--- src/rtl/gps_st_pkg.sv ---
package gps_st_pkg;
  localparam int unsigned CA_LEN = 1023;
  localparam int unsigned IDX_W  = $clog2(CA_LEN);

  typedef logic [10:1] lfsr_t;

  // feedback masks over stages 10..1
  localparam lfsr_t G1_MASK = 10'b10_0000_0100;
  localparam lfsr_t G2_MASK = 10'b11_1010_0110;
  localparam lfsr_t ALL_ONE = '1;

  function automatic lfsr_t lfsr_step(lfsr_t s, lfsr_t mask);
    return {s[9:1], ^(s & mask)};
  endfunction
endpackage

--- src/rtl/gps_st_slew.sv ---
module gps_st_slew #(
  parameter int unsigned SLEW_W = 8
) (
  input  logic              clk_i,
  input  logic              rst_ni,
  input  logic              restart_i,
  input  logic [SLEW_W-1:0] slew_i,
  input  logic              tick_i,
  output logic              adv_o
);
  logic [SLEW_W-1:0] slew_q;
  logic              half_q;

  always_ff @(posedge clk_i or negedge rst_ni) begin
    if (!rst_ni) begin
      slew_q <= '0;
      half_q <= 1'b0;
    end else if (restart_i) begin
      slew_q <= slew_i;
      half_q <= 1'b0;
    end else if (tick_i) begin
      if (slew_q != '0) slew_q <= slew_q - 1'b1;
      else              half_q <= ~half_q;
    end
  end

  assign adv_o = tick_i && !restart_i && (slew_q == '0) && half_q;

  p_no_adv_in_slew_r3: assert property (@(posedge clk_i) disable iff (!rst_ni)
    (slew_q != '0) |-> !adv_o);
  p_half_hold_idle_r9: assert property (@(posedge clk_i) disable iff (!rst_ni)
    (!tick_i && !restart_i) |=> $stable(half_q) && $stable(slew_q));
endmodule

--- src/rtl/gps_st_ca_gen.sv ---
module gps_st_ca_gen
  import gps_st_pkg::*;
(
  input  logic       clk_i,
  input  logic       rst_ni,
  input  logic       restart_i,
  input  logic       adv_i,
  input  logic [3:0] tap_a_i,
  input  logic [3:0] tap_b_i,
  output logic       chip_o,
  output logic       epoch_o
);
  lfsr_t            g1_q, g2_q;
  logic [IDX_W-1:0] idx_q;
  logic             epoch_q;
  logic [10:1]      hit_a, hit_b;

  always_ff @(posedge clk_i or negedge rst_ni) begin
    if (!rst_ni) begin
      g1_q    <= ALL_ONE;
      g2_q    <= ALL_ONE;
      idx_q   <= '0;
      epoch_q <= 1'b0;
    end else begin
      epoch_q <= 1'b0;
      if (restart_i) begin
        g1_q  <= ALL_ONE;
        g2_q  <= ALL_ONE;
        idx_q <= '0;
      end else if (adv_i) begin
        if (idx_q == IDX_W'(CA_LEN - 1)) begin
          g1_q    <= ALL_ONE;
          g2_q    <= ALL_ONE;
          idx_q   <= '0;
          epoch_q <= 1'b1;
        end else begin
          g1_q  <= lfsr_step(g1_q, G1_MASK);
          g2_q  <= lfsr_step(g2_q, G2_MASK);
          idx_q <= idx_q + 1'b1;
        end
      end
    end
  end

  // tap pick, out-of-range taps contribute 0
  for (genvar i = 1; i <= 10; i++) begin : g_tap
    assign hit_a[i] = (tap_a_i == 4'(i)) & g2_q[i];
    assign hit_b[i] = (tap_b_i == 4'(i)) & g2_q[i];
  end

  assign chip_o  = g1_q[10] ^ (|hit_a) ^ (|hit_b);
  assign epoch_o = epoch_q;

  p_restart_ones_r2: assert property (@(posedge clk_i) disable iff (!rst_ni)
    restart_i |=> (g1_q == ALL_ONE) && (g2_q == ALL_ONE) && (idx_q == '0));
  p_g1_nonzero_r5: assert property (@(posedge clk_i) disable iff (!rst_ni)
    g1_q != '0);
  p_epoch_wrap_r6: assert property (@(posedge clk_i) disable iff (!rst_ni)
    epoch_q |-> (idx_q == '0) && (g1_q == ALL_ONE));
  p_hold_no_adv_r4: assert property (@(posedge clk_i) disable iff (!rst_ni)
    (!adv_i && !restart_i) |=> $stable(g1_q) && $stable(idx_q));
endmodule

--- src/rtl/gps_st_octant_map.sv ---
module gps_st_octant_map #(
  parameter int unsigned PHASE_W = 10
) (
  input  logic               clk_i,
  input  logic               rst_ni,
  input  logic [PHASE_W-1:0] phase_i,
  input  logic               pol_i,
  output logic               sign_o,
  output logic               mag_o
);
  logic [2:0] oct;
  assign oct    = phase_i[PHASE_W-1 -: 3];
  assign sign_o = oct[2] ^ pol_i;
  assign mag_o  = (oct[1:0] == 2'b00);

  p_mag_octant_r8: assert property (@(posedge clk_i) disable iff (!rst_ni)
    mag_o |-> (phase_i[PHASE_W-2 -: 2] == 2'b00));
endmodule

--- src/rtl/gps_selftest_gen.sv ---
module gps_selftest_gen #(
  parameter int unsigned SLEW_W  = 8,
  parameter int unsigned PHASE_W = 10
) (
  input  logic               clk_i,
  input  logic               rst_ni,
  input  logic               test_en_i,
  input  logic               restart_i,
  input  logic [SLEW_W-1:0]  slew_i,
  input  logic [3:0]         tap_a_i,
  input  logic [3:0]         tap_b_i,
  input  logic               half_tick_i,
  input  logic [PHASE_W-1:0] carrier_phase_i,
  input  logic               test_data_i,
  input  logic               fe_sign_i,
  input  logic               fe_mag_i,
  output logic               sign_o,
  output logic               mag_o,
  output logic               epoch_o
);
  logic tick, adv, chip, gen_sign, gen_mag;

  assign tick = half_tick_i & test_en_i;

  gps_st_slew #(.SLEW_W(SLEW_W)) u_slew (
    .clk_i, .rst_ni, .restart_i, .slew_i, .tick_i(tick), .adv_o(adv)
  );

  gps_st_ca_gen u_ca (
    .clk_i, .rst_ni, .restart_i, .adv_i(adv), .tap_a_i, .tap_b_i,
    .chip_o(chip), .epoch_o
  );

  gps_st_octant_map #(.PHASE_W(PHASE_W)) u_map (
    .clk_i, .rst_ni, .phase_i(carrier_phase_i), .pol_i(test_data_i ^ chip),
    .sign_o(gen_sign), .mag_o(gen_mag)
  );

  assign sign_o = test_en_i ? gen_sign : fe_sign_i;
  assign mag_o  = test_en_i ? gen_mag  : fe_mag_i;

  p_bypass_r1: assert property (@(posedge clk_i) disable iff (!rst_ni)
    !test_en_i |-> (sign_o == fe_sign_i) && (mag_o == fe_mag_i));
endmodule

--- config.mk ---
export PLATFORM = sky130hd
export DESIGN_NAME = gps_selftest_gen
export DESIGN_NICKNAME = d
export VERILOG_FILES = /design/src/rtl/gps_st_pkg.sv /design/src/rtl/gps_st_slew.sv /design/src/rtl/gps_st_ca_gen.sv /design/src/rtl/gps_st_octant_map.sv /design/src/rtl/gps_selftest_gen.sv
export SDC_FILE = /design/constraint.sdc
export NUM_CORES = 1
export LEC_CHECK = 0
export ABC_AREA = 1
export BUFFER_PORTS_ARGS = -buffer_cell sky130_fd_sc_hd__buf_2
export CELL_PAD_IN_SITES_DETAIL_PLACEMENT = 1
export CELL_PAD_IN_SITES_GLOBAL_PLACEMENT = 1
export CORE_AREA = 2 2 66 94
export DETAILED_ROUTE_END_ITERATION = 10
export DIE_AREA = 0 0 68 96
export MAX_ROUTING_LAYER = met4
export PLACE_DENSITY = 0.76
export SYNTH_ARGS = -nofsm -noshare
export SYNTH_HDL_FRONTEND = slang
export SYNTH_SLANG_ARGS = --single-unit
--- constraint.sdc ---
create_clock -name clk_i -period 2.4 [get_ports clk_i]
set_input_delay 0.12 -clock clk_i [delete_from_list [all_inputs] [get_ports clk_i]]
set_output_delay 0.12 -clock clk_i [all_outputs]
set_load 0.01 [all_outputs]
==> results.ini <==
[critical_path]
worstPathRequired_ns = 2.61
crit_family = simple AND/OR/NAND/NOR gates
worstPathArrival_ns = 2.28
reg2reg_depth = 12
worstSetupPathType = reg -> reg
crit_chain = inv_1 -> ha_1 -> nand2_2 -> nor2_4 -> nand2_4 -> nor2_8 -> nand3_4 -> nand2_4 -> inv_2 -> nor2_2 -> nand2_1 -> a21boi_1
crit_fanout = 24
critPathCaptureType = register
path_buf_inv = 2
reg2reg_slack_ns = 0.33
critical-path-slowest-cell = dfrtp_1
critical_path.max_stage_delay_ns = 0.40
worstReg2RegStart = u_slew.slew_q[0]$_DFFE_PN0P_
path_common_cell = nand2_4
worstReg2RegEnd = u_ca.idx_q[7]$_DFFE_PN0P_
cp-start-kind = register

[layout]
n_antenna_cell = 0
drive_gt1_frac = 0.2288
num-fill-cells = 761
areaGrowthSynthToFinish_pct = 13.85
num-nets-final = 355
multi_input_area_um2 = 1125
fin_util = 0.4657
mostFrequentLayoutCells = nand2_1, inv_1, nor2_1, buf_2, nand3_1
final_area_um2 = 2654
final_common_cell = nand2_1
seqCellArea_um2 = 1026

[grt]
grt_pass1_vias = 2060
use_met1 = 0.2112
top_usage_layer = met2
grt_overflow = 0
grt_usage = 0.1898
grt_pass1_wl_mm = 9.204
use_met3 = 0.02105
grt_use_met2 = 0.3528
antenna_found_initial = 0
grt_max_degree = 41

[min_path]
hold_path.class = in -> reg
worstHoldStart = slew_i[7]
whs_endpoint = u_slew.slew_q[7]$_DFFE_PN0P_
holdPathStages = 3

[floorplanning]
io_pins = 37
die_area_um2 = 6528
die_y_um = 96
num_rows = 33
die-width_um = 68
core_um2 = 5698
initial_utilization = 0.4091

[timing]
finalSetupTns_ns = 0
finalSetupViolCount = 0
finalHoldViolations = 0
worst_slew_pin_slew_ns = 0.8948
finalClockSkew_ns = 0.008665
slew_headroom = 0.4034
period_minus_slack_ns = 2.068
timing.final.crit_share = 0.8617
timing.hold.ws_ns = 0.06403
slew_violations = 0
rsz0062_at_grt = no
fmax_mhz = 483.5

[placed_design]
dp_hpwl_mm = 4.055
placed_area_um2 = 2532
portBuffers = 29
gp_congestion = 0.7814

[detailed_routing]
drc = 0
wl_mm = 5.417
drtIter0Drc = 58
drtPass1Iterations = 4
viasPerCell = 5.206
wl_per_cell_um = 13.93
num_vias = 2025
ant_nets = 0

[clock_network]
cts_resized = 0
h-tree-depth = 2
cts_tree = yes
clockBufferDepth = 2
cts-root-buf = clkbuf_8
clock_sink_count = 40
clock_latency_ns = 0.29
cts.clk_slew.worst_paths_ns = 0.08
cts_buffers = 5

[synthesis]
netlist_area_um2 = 2331
syn_area_per_cell_um2 = 8.179
ys_ff_latch = 40
synth_seq_area_share = 0.4402
yosysUniqueCellTypes = 36
ys_warn_count = 0
synth_top_cell_area_share = 0.2254
mappedNetlistNets = 322
synth_area_leaders = dfstp_2, dfrtp_1, nand2_1, inv_1, nand3_1
syn_inst = 285
yosysTopAreaCell = dfstp_2

[pwr]
power.leakage_uw = 0.001256
ir_worst_vdd_uv = 424.4
powerDensity_nw_per_um2 = 538.7

[flow_run]
cap_violations = 0

[status]
status = complete, no violations

==> report_power, final <==
group	leakage, uW	total [uW]	switching [uW]	internal, uW
clock	0.0000565	518	246	271
sequential	0.000471	711	16.4	694
combinational	0.000729	201	129	71.7
total	0.00126	1430	392	1040
==> worst max-delay path by stage <==
stage	startpoint	to	slack, ns	cells past startpoint
final	u_slew.slew_q[0]$_DFFE_PN0P_	u_ca.idx_q[7]$_DFFE_PN0P_	0.33	12
after global routing	u_slew.slew_q[0]$_DFFE_PN0P_	u_ca.idx_q[7]$_DFFE_PN0P_	0.15	12
after CTS	u_slew.slew_q[0]$_DFFE_PN0P_	u_ca.idx_q[7]$_DFFE_PN0P_	0.32	12
after detailed placement	u_slew.slew_q[0]$_DFFE_PN0P_	u_ca.idx_q[7]$_DFFE_PN0P_	0.35	12
after global placement	u_slew.slew_q[0]$_DFFE_PN0P_	u_ca.idx_q[7]$_DFFE_PN0P_	0.39	12
after floorplan	u_slew.slew_q[0]$_DFFE_PN0P_	u_ca.g1_q[7]$_DFFE_PN1P_	0.68	11
==> tightest hold or removal path, stage by stage <==
cell and delay (ns):
buf_2 0.07, nand2_1 0.05, o211ai_1 0.07
==> synth_stat cells <==
master and count:
o211ai_1 2, nor2_8 2, inv_4 1, xor2_1 5, o21a_1 1, o22ai_1 2, o22a_1 13, inv_2 3
o31ai_1 1, nor2_4 1, a22oi_1 2, dfrtp_1 20, clkbuf_1 1, buf_2 1, inv_1 33, nand4_1 7
nand3_1 24, nand2_1 57, ha_1 3, nor2_1 31, nand2_2 3, dfstp_2 20, o21ai_1 2, nand2_4 2
a31oi_1 3, buf_4 1, nand3_4 1, a21boi_1 3, nor4_1 1, a21oi_1 12, nor2_2 2, o221ai_1 1
o21ai_0 13, xnor2_1 5, buf_6 2, nor3_1 4
==> final cells by class <==
cell class                 instances  area share
inverter                          37     0.05328
multi-input combinational        203      0.4239
clock buffer                       6     0.03536
tap                               70     0.03300
timing repair buffer              31     0.06129
clock inverter                     2    0.006601
sequential                        40      0.3866
==> logic make-up after synthesis <==
family,after synthesis,synth area share
adder cells (fa/ha/maj),3,0.01610
AO/OA/AOI/OAI,55,0.1530
XOR/XNOR,10,0.03757
flip-flops,40,0.4401
buffers and inverters,42,0.07729
AND/OR/NAND/NOR,135,0.2759
==> stage by stage <==
stage / power [uW] / std cells / worst slack [ns]
finish: 1430 / 389 / 0.3318
global route: 1508 / 389 / 0.1509
CTS: 1452 / 389 / 0.3196
detailed placement: 925.2 / 380 / 0.3499
global placement: 917.2 / 380 / 0.3870
floorplan: 846.8 / 285 / 0.6781
==> state kept, by name (all words and copies together) (netlist names) <==
| name | flops |
|---|---|
| u_ca.g1_q | 10 |
| u_ca.g2_q | 10 |
| u_ca.idx_q | 10 |
| u_slew.slew_q | 8 |
| u_ca.epoch_o | 1 |
| u_slew.half_q | 1 |
==> timing repair <==
action	in CTS	in global routing
endpoints found under the setup margin	0	0
setup buffers	0	0
hold buffers	1	0
endpoints found under the hold margin	20	0
==> routing by layer <==
metal,vias up,wire length [um],share of wire
met5,-,0,0
met4,0,48,0.0089
met3,4,123,0.023
met2,28,2934,0.54
met1,980,2309,0.43
li1,1013,-,-
Power figures use the tool's default switching activity.
